==> src/rtl/rmod_pkg.sv <==
package rmod_pkg;

  typedef struct packed {
    logic        wrap;
    logic [31:0] nxt;
  } step_t;

  // One modulo step: add inc, subtract modulus when the sum reaches it.
  function automatic step_t mod_step(input int unsigned acc,
                                     input int unsigned inc,
                                     input int unsigned modulus);
    step_t r;
    int unsigned sum;
    sum = acc + inc;
    r.wrap = (sum >= modulus);
    r.nxt  = r.wrap ? (sum - modulus) : sum;
    return r;
  endfunction

endpackage

==> src/rtl/rmod_accum.sv <==
module rmod_accum #(
  parameter int unsigned INC = 193,
  parameter int unsigned MOD = 1250,
  localparam int PW = $clog2(MOD)
) (
  input  logic          clk,
  input  logic          rst,
  input  logic          en,
  output logic [PW-1:0] phase_o,
  output logic          wrap_o
);
  import rmod_pkg::*;

  logic [PW-1:0] acc;
  step_t         step;

  always_comb begin
    step   = mod_step(32'(acc), INC, MOD);
    wrap_o = step.wrap;
  end

  always_ff @(posedge clk) begin
    if (rst)     acc <= '0;
    else if (en) acc <= PW'(step.nxt);
  end

  assign phase_o = acc;


  phase_range_chk: assert property (@(posedge clk) disable iff (rst)
    32'(acc) < MOD);


  phase_step_chk: assert property (@(posedge clk) disable iff (rst)
    en |=> (32'(acc) == (32'($past(acc)) + INC) % MOD));


  phase_hold_chk: assert property (@(posedge clk) disable iff (rst)
    !en |=> $stable(acc));

endmodule

==> src/rtl/rmod_clk_synth.sv <==
module rmod_clk_synth #(
  parameter int unsigned INC = 193,
  parameter int unsigned MOD = 1250,
  localparam int unsigned HALF = MOD / 2,
  localparam int PW  = $clog2(MOD),
  localparam int HPW = $clog2(HALF)
) (
  input  logic          clk,
  input  logic          rst,
  input  logic          en,
  output logic          tick_o,
  output logic          sq_o,
  output logic [PW-1:0] phase_o
);

  logic           full_wrap;
  logic           half_wrap;
  logic [HPW-1:0] half_phase;
  logic           sq_q;

  rmod_accum #(.INC(INC), .MOD(MOD)) u_full (
    .clk(clk), .rst(rst), .en(en), .phase_o(phase_o), .wrap_o(full_wrap)
  );

  rmod_accum #(.INC(INC), .MOD(HALF)) u_half (
    .clk(clk), .rst(rst), .en(en), .phase_o(half_phase), .wrap_o(half_wrap)
  );

  always_ff @(posedge clk) begin
    if (rst)                    sq_q <= 1'b0;
    else if (en && half_wrap)   sq_q <= ~sq_q;
  end

  assign tick_o = full_wrap & en;
  assign sq_o   = sq_q;


  tick_gate_chk: assert property (@(posedge clk) disable iff (rst)
    !en |-> !tick_o);


  sq_toggle_chk: assert property (@(posedge clk) disable iff (rst)
    (en && half_wrap) |=> (sq_o != $past(sq_o)));


  sq_hold_chk: assert property (@(posedge clk) disable iff (rst)
    !en |=> $stable(sq_o));


  half_range_chk: assert property (@(posedge clk) disable iff (rst)
    32'(half_phase) < HALF);

endmodule

==> config.mk <==
export PLATFORM = sky130hd
export DESIGN_NAME = rmod_clk_synth
export DESIGN_NICKNAME = d
export VERILOG_FILES = /design/src/rtl/rmod_pkg.sv /design/src/rtl/rmod_accum.sv /design/src/rtl/rmod_clk_synth.sv
export SDC_FILE = /design/constraint.sdc
export NUM_CORES = 1
export LEC_CHECK = 0
export CORE_MARGIN = 3
export CORE_UTILIZATION = 45
export DETAILED_ROUTE_END_ITERATION = 10
export PLACE_DENSITY = 0.75
export SLEW_MARGIN = 20
export SYNTH_ARGS = -nofsm -noshare
export SYNTH_HDL_FRONTEND = slang
export SYNTH_SLANG_ARGS = --single-unit
==> constraint.sdc <==
create_clock -name clk -period 6.9 [get_ports clk]
set_input_delay 1.035 -clock clk [delete_from_list [all_inputs] [get_ports clk]]
set_output_delay 1.035 -clock clk [all_outputs]
set_load 0.02 [all_outputs]
=== Yosys cells after proc, flatten, opt, wreduce, memory -nomap -nowiden ===
Index checks and enable logic that the tools add are counted.

* Register bits: 22
* Input bits: 3
* Output and inout bits: 13
* Logic and storage cells: 14

* Add/subtract/negate cells: 4
* Order comparisons: 2
* Mux-type cells: 2
* Bitwise gates (word level): 2
* Reductions and logical operators: 1

{| class="wikitable"
|+ Operators with widths
! kind !! number
|-
| adder 11 x 8 -> 12 bit, second input constant || 1
|-
| >= comparator 12 x 11 -> 1 bit, second input constant || 1
|-
| adder 10 x 8 -> 11 bit, second input constant || 1
|-
| >= comparator 11 x 10 -> 1 bit, second input constant || 1
|-
| two-way mux 11 bit || 1
|-
| subtractor 11 bit, second input constant || 1
|-
| two-way mux 10 bit || 1
|-
| subtractor 10 bit, second input constant || 1
|-
| bitwise AND 1 bit || 1
|-
| logical AND 1 bit || 1
|-
| NOT 1 bit || 1
|}

=== Depth between registers and ports, before layout ===
Gate-level depths: netlist (run 1).

* Depth in word-level cells: 3
* Depth in mapped cells: 12

=== Hierarchy ===
Synthesis (run 1) repeated with hierarchy kept, for this count alone.

* Cell total of the unflattened synthesis: 336
* Area total of the unflattened synthesis: 2,487.4 µm²

{| class="wikitable"
|+ By module, submodules not included
! module !! times used !! cells an instance !! area an instance (µm²) !! seq. area each (µm²)
|-
| rmod_accum at u_full || 1 || 172 || 1,233.7 || 220.2
|-
| rmod_accum at u_half || 1 || 159 || 1,201.2 || 200.2
|-
| rmod_clk_synth || 1 || 5 || 52.6 || 20.0
|}

=== Least setup slack after synthesis (run 1) ===
OpenSTA, ideal clock, no wires.

* Path kind: register to output
* From: reg u_full.acc[1] (netlist: u_full.phase_o[1])
* To: out tick_o
* Data arrival time: 2.464 ns
* Required time: 5.865 ns
* Slack: 3.401 ns
* Stages on the path, launching flop included: 11
* Path through: dfxtp_1 > buf_2 > inv_1 > ha_1 > and3b_1 > a211o_1 > a32oi_4 > nor3_4 > o21ai_2 > buf_6 > and2_4

* Longest elaborated chain between the ends: 3

{| class="wikitable"
|+ Ends and longest elaborated chain
! element !! line !! text
|-
| start, declared || rmod_accum.sv:14 || <nowiki>logic [PW-1:0] acc;</nowiki>
|-
| start signal, assigned || rmod_accum.sv:24 || <nowiki>else if (en) acc <= PW'(step.nxt);</nowiki>
|-
| adder 11 x 8 -> 12 bit || rmod_pkg.sv:14 || <nowiki>sum = acc + inc;</nowiki>
|-
| >= comparator 12 x 11 -> 1 bit || rmod_pkg.sv:15 || <nowiki>r.wrap = (sum >= modulus);</nowiki>
|-
| bitwise AND 1 bit || rmod_clk_synth.sv:34 || <nowiki>assign tick_o = full_wrap & en;</nowiki>
|-
| end, declared || rmod_clk_synth.sv:11 || <nowiki>output logic tick_o,</nowiki>
|}

Every way passes these cells.

=== Final worst setup path (run 1) ===
* From: reg u_full.acc[0] (netlist: u_full.phase_o[0])
* To: out tick_o

Same word-level chain as after synthesis.

==> qor.txt, run 1 <==
Status - finished clean
Crit path kind - register to primary output
Setup tns final - 0 ns
Delay of the slowest cell on the worst path - 0.60 ns
Largest clock skew in the final design - 0.00323 ns
Reg-to-reg startpoint - u_full.phase_o[0]
Latest clock arrival within the worst-skew pair - 0.26 ns
# rows - 25
Family with the most delay on the worst path - compound AO/OA/AOI/OAI gates
Number of DRC violations after detailed-routing iteration 0 - 199
Placed cell areas - 2400 sq um
Vias - 2,177
Number of distinct library cells after synthesis - 74
Maximum ir drop on the vdd rail - 0.103 mV
Maximum number of pins on one net before global-route repair - 35
Tightest hold margin - 0.493 ns
Endpoint class of the critical path - primary output
First element of the critical path - u_full.phase_o[0]
#FFs+latches synth - 22
Classification of the worst-slack hold path - register to register
Number of input and output port buffers inserted - 15
Clock transition at the register clock pins on the worst setup and hold paths after CTS - 0.09 ns
Net count of the mapped netlist - 303
Critical-path maximum fanout - 16
First-pass GRT wire length - 9000 um
Unrepaired setup endpoints after global routing - no
Pre-Repair DR Iteration Count - 5
Syn avg cell area - 7.74 sq um
Leftover overflow at the end of global routing - 0
Weighted congestion reported at the end of routability-driven placement - 0.937
Min Clock Period, post-route - 4.74 ns
Die outline height - 77.3 um
Diodes inserted - 0
Startpoint kind of the worst setup timing path - register
Data arrival time of the critical path - 3.71 ns
Final number of max-transition violations - 0
Max-Cap Viols - 0
Post-route clock period utilization - 68.7%
Slew at the pin with the worst max-slew slack - 0.710 ns
Number of H-tree branching levels - 1
Ratio of cells with drive above 1 in the final layout - 10.7%
Area contributors post-synth - sky130_fd_sc_hd__dfxtp_1, sky130_fd_sc_hd__nor2_1, sky130_fd_sc_hd__o21ai_0
Post-synthesis to final-layout area growth - 8.11%
Synth Instances - 295
Crit path buffers/inverters - 1
Drc violations - 0
Number of buffers on the longest clock path - 2
Number of antenna violations at the first check in global routing - 0
Root buffer cell - sky130_fd_sc_hd__clkbuf_8
Cells traversed along the worst timing path - ha_1 > a21boi_1 > a22oi_1 > o32ai_2 > nor3_4 > o21ai_2 > and2_4 > clkdlybuf4s50_1
Net count, final - 299
Setup fix buffers added after clock tree synthesis - 0
Share of synthesized registers carrying an async set or reset - 0%
Die Wd - 77.3 um
Power consumption - 0.432 mW
Non-Filler Cell Area, Final - 2470 sq um
Sequential-to-total area share from yosys stat - 19.3%
Setup WS post-layout - 2.16 ns
Commonest register cell after synthesis - sky130_fd_sc_hd__dfxtp_1
Syn Std Cell Area - 2280 sq um
CTS sink count - 22
Mean number of vias per cell - 6.10
Core box area - 4820 sq um
CTS Hold Buffers Added - 0
Relative max-transition margin - 52.5%
Count of synthesis-stage warnings from yosys - 0
Wire length reported by the detailed router - 5190 um
Remaining antenna violation count - 0
Power density relative to cell area - 175 nW/um^2
Highest Clock Rate - 0.211 GHz
Cell accounting for the most synthesized area - sky130_fd_sc_hd__dfxtp_1
Inserted Clock Buffers - 3
Area of the die - 5970 sq um
Slowest library cell on the worst path - sky130_fd_sc_hd__clkdlybuf4s50_1
Via count of the first global-routing pass - 1,947
Hold path startpoint - sq_o
Worst-case setup slack after placement - 2.49 ns
Fraction of post-synthesis cell area in the top cell type by area - 19.3%
Resized cells post-CTS - 0
Crit path required time - 5.86 ns
All-layer global routing usage - 17.7%
Cell leakage power - 0.811 nW
Initial cell density of the core - 47.4%
Avg WL per Cell - 14.5 um
Finish-stage setup viols - 0
Post-synth EDFFs - 0
Final hold violations - 0
Sum of net half-perimeters after detailed placement - 3610 um
TritonCTS clock tree - built
I/O Pins - 16
-- kinds of logic (layout without fill, tap and decap cells) --
kind of cell | count (synthesis) | in the layout | synth area share [%]
AO/OA/AOI/OAI | 83 | 83 | 26.9
XOR/XNOR | 14 | 14 | 5.70
adder cells (fa/ha/maj) | 5 | 5 | 2.74
buffers and inverters | 33 | 28 | 6.90
flip-flops | 22 | 22 | 19.3
multiplexers | 13 | 13 | 6.41
AND/OR/NAND/NOR | 125 | 125 | 32.0
-- layout by cell type, fill, tap and decap left out, types with 5 or more instances in the layout --
cell type	count
sky130_fd_sc_hd__nor2_1	31
sky130_fd_sc_hd__dfxtp_1	22
sky130_fd_sc_hd__nand2_1	17
sky130_fd_sc_hd__o21ai_0	15
sky130_fd_sc_hd__clkdlybuf4s50_1	15
sky130_fd_sc_hd__a21oi_1	13
sky130_fd_sc_hd__nand3_1	12
sky130_fd_sc_hd__nor2b_1	10
sky130_fd_sc_hd__inv_1	8
sky130_fd_sc_hd__xnor2_1	8
sky130_fd_sc_hd__nand4_1	7
sky130_fd_sc_hd__a31oi_1	6
sky130_fd_sc_hd__mux2_1	6
sky130_fd_sc_hd__nand2b_1	5
sky130_fd_sc_hd__nor3_1	5
sky130_fd_sc_hd__xor2_1	5
sky130_fd_sc_hd__ha_1	5
-- routing by layer --
metal	wire, um	up-vias	track usage, %	part of all wire [%]
met4	15	0	3.20	0.29
met3	231	2	3.05	4.5
met1	2430	1031	23.2	47
li1	-	1082	-	-
met2	2510	62	30.6	48
met5	0	-	0	0
-- Yosys cell counts, types with 5 or more instances --
cell type / n
sky130_fd_sc_hd__mux2_1: 6
sky130_fd_sc_hd__xor2_1: 5
sky130_fd_sc_hd__a31oi_1: 6
sky130_fd_sc_hd__nor2b_1: 10
sky130_fd_sc_hd__dfxtp_1: 22
sky130_fd_sc_hd__nand4_1: 7
sky130_fd_sc_hd__o21ai_0: 15
sky130_fd_sc_hd__nor3_1: 5
sky130_fd_sc_hd__a21oi_1: 13
sky130_fd_sc_hd__nand3_1: 12
sky130_fd_sc_hd__nand2b_1: 5
sky130_fd_sc_hd__nor2_1: 31
sky130_fd_sc_hd__inv_1: 8
sky130_fd_sc_hd__nand2_1: 17
sky130_fd_sc_hd__buf_2: 12
sky130_fd_sc_hd__clkbuf_1: 6
sky130_fd_sc_hd__xnor2_1: 8
sky130_fd_sc_hd__ha_1: 5
-- worst paths after layout --
| path | slack [ns] | endpoint | cells past startpoint |
|---|---|---|---|
| min | 0.49 | sq_o | 2 |
| max reg2reg | 3.47 | u_full.phase_o[7] | 9 |
| max | 2.16 | tick_o | 8 |
| min reg2reg | 0.49 | sq_o | 2 |
-- through the flow --
step                std cells  util [%]
floorplan                 295         -
global placement          353      49.8
detailed placement        353      49.8
CTS                       357      51.3
global route              357      51.3
finish                    357      51.3
-- power by group --
group / switching (mW) / internal, mW / leakage, nW / total, mW
Clock: 0.0462 / 0.0775 / 0.0357 / 0.124
Sequential: 0.0283 / 0.140 / 0.180 / 0.168
Combinational: 0.0792 / 0.0611 / 0.595 / 0.140
-- area by class of cell --
type	count	area, sq um
clock inverter	1	30.0
tap	67	83.8
timing repair buffer	16	158
clock buffer	3	41.3
inverter	8	30.0
sequential	22	440
multi-input combinational	240	1690
fill	472	2350
-- state kept, by name, summed over array words and instances, names as in the netlist --
name and cells:
sq_o 1, u_full.phase_o 11, u_half.phase_o 10
-- worst register-to-register path, delay by kind of cell, from the launching register on --
kind	cells	cell delay, ns
simple gates	1	0.08
compound gates	6	1.79
flops	1	0.56
mux	1	0.33
fa+ha+maj	1	0.58
(Power assumes the default switching activity.)
==> run 2, diff against run 1 <==
==> constraint.sdc (replaced) <==
create_clock -name clk -period 4.8 [get_ports clk]
set_input_delay 0.72 -clock clk [delete_from_list [all_inputs] [get_ports clk]]
set_output_delay 0.72 -clock clk [all_outputs]
set_load 0.02 [all_outputs]
==> qor.txt, run 2 (synthesis gave the netlist of run 1 again) <==
Status - finished clean
CTS Hold Buffers Added - 0
Diodes inserted - 0
Crit path kind - register to primary output
Setup WS post-layout - 0.761 ns
TritonCTS clock tree - built
Inserted Clock Buffers - 3
Weighted congestion reported at the end of routability-driven placement - 0.922
Post-synthesis to final-layout area growth - 7.45%
Resized cells post-CTS - 0
Pre-Repair DR Iteration Count - 5
Leading cell types in the layout, fill and taps excluded - sky130_fd_sc_hd__nor2_1, sky130_fd_sc_hd__dfxtp_1, sky130_fd_sc_hd__nand2_1
Register-to-register path setup slack - 1.45 ns
Drc violations - 0
Hold path startpoint - sq_o
Classification of the worst-slack hold path - register to register
Clock transition at the register clock pins on the worst setup and hold paths after CTS - 0.08 ns
Unrepaired setup endpoints after global routing - no
Initial cell density of the core - 47.4%
I/O Pins - 16
Worst-case setup slack after placement - 1.08 ns
All-layer global routing usage - 18.4%
Min Clock Period, post-route - 4.04 ns
Die Wd - 77.3 um
Ratio of cells with drive above 1 in the final layout - 11.0%
Crit path capture - tick_o
Mean number of vias per cell - 6.13
Critical-path maximum fanout - 16
Worst-case reg-to-reg path depth - 10
Most common cell after layout, fill and taps aside - sky130_fd_sc_hd__nor2_1
Final hold violations - 0
Crit path required time - 4.08 ns
Vias - 2,193
Data arrival time of the critical path - 3.32 ns
Via count of the first global-routing pass - 1,924
Final number of max-transition violations - 0
Layout filler cell count - 475
First-pass GRT wire length - 9280 um
Relative max-transition margin - 63.0%
Power density relative to cell area - 230 nW/um^2
Root buffer cell - sky130_fd_sc_hd__clkbuf_8
Number of input and output port buffers inserted - 15
Endpoint of the lowest-slack register-to-register path - u_full.phase_o[7]
Number of buffers on the longest clock path - 2
Maximum number of pins on one net before global-route repair - 35
CTS sink count - 22
Largest clock skew in the final design - 0.00167 ns
Number of DRC violations after detailed-routing iteration 0 - 239
Largest register FFs - 11
# rows - 25
First element of the critical path - u_full.phase_o[0]
Highest Clock Rate - 0.248 GHz
Net count, final - 301
Number of antenna violations at the first check in global routing - 0
Wire length reported by the detailed router - 5260 um
Cell leakage power - 0.807 nW
Post-route clock period utilization - 84.2%
Endpoint class of the critical path - primary output
Avg WL per Cell - 14.7 um
Slew at the pin with the worst max-slew slack - 0.554 ns
Area of the die - 5970 sq um
Die outline height - 77.3 um
Finish-stage setup viols - 0
Core box area - 4820 sq um
Sum of net half-perimeters after detailed placement - 3740 um
Placed cell areas - 2410 sq um
Startpoint kind of the worst setup timing path - register
Leftover overflow at the end of global routing - 0
Latest clock arrival within the worst-skew pair - 0.26 ns
Number of H-tree branching levels - 1
Reg-to-reg startpoint - u_full.phase_o[0]
Remaining antenna violation count - 0
Setup fix buffers added after clock tree synthesis - 0
Non-Filler Cell Area, Final - 2450 sq um
Max-Cap Viols - 0
Post-Place Cells - 355
Final Instance Count excl. Fillers - 358
Cell depth of the worst hold path - 2
Maximum ir drop on the vdd rail - 0.112 mV
Setup tns final - 0 ns
## run 2: per-stage QoR
step / power, mW / utilization, % / hold WS (ns)
final: 0.564 / 51.0 / 0.528
after global routing: 0.607 / 51.0 / 0.595
after CTS: 0.567 / 51.0 / 0.539
after detailed placement: 0.445 / 50.1 / 0.526
after global placement: 0.439 / 50.1 / 0.467
after floorplan: 0.400 / - / 0.509
## run 2: critical path, cell delays in order, from the launching register on
cell and delay, ns:
sky130_fd_sc_hd__dfxtp_1 0.55, sky130_fd_sc_hd__ha_1 0.58, sky130_fd_sc_hd__a21boi_1 0.39, sky130_fd_sc_hd__a22oi_1 0.16, sky130_fd_sc_hd__o32ai_2 0.38, sky130_fd_sc_hd__nor3_4 0.08
sky130_fd_sc_hd__o21ai_2 0.16, sky130_fd_sc_hd__and2_4 0.16, sky130_fd_sc_hd__clkdlybuf4s50_1 0.59
## run 2: worst min path at each step
| stage | endpoint | slack (ns) |
|---|---|---|
| after global routing | sq_o | 0.59 |
| after detailed placement | sq_o | 0.53 |
| after floorplan | u_half.phase_o[9] | 0.51 |
| after CTS | sq_o | 0.54 |
| after global placement | sq_o | 0.47 |
| final | sq_o | 0.53 |
## run 2: where the power goes
| part | internal [mW] | switching [mW] |
|---|---|---|
| sequential | 0.201 | 0.0408 |
| combinational | 0.0886 | 0.113 |
| clock | 0.0561 | 0.0637 |
| total | 0.346 | 0.218 |
## run 2: layout make-up
| type | instances | area [sq um] | share of cell area [%] |
|---|---|---|---|
| Sequential cell | 22 | 440 | 17.9 |
| Clock buffer | 3 | 41.3 | 1.68 |
| Multi-Input combinational cell | 240 | 1690 | 68.7 |
| Tap cell | 67 | 83.8 | 3.41 |
| Timing Repair Buffer | 18 | 173 | 7.03 |
| Inverter | 8 | 30.0 | 1.22 |
## run 2: routing by layer
layer | wire [um] | up-vias | part of all wire (%) | GRT usage, %
met5 | 0 | - | 0 | 0
met4 | 38 | 0 | 0.72 | 3.91
met3 | 274 | 7 | 5.2 | 2.82
met2 | 2490 | 78 | 47 | 30.0
met1 | 2450 | 1021 | 47 | 25.7
li1 | - | 1087 | - | -
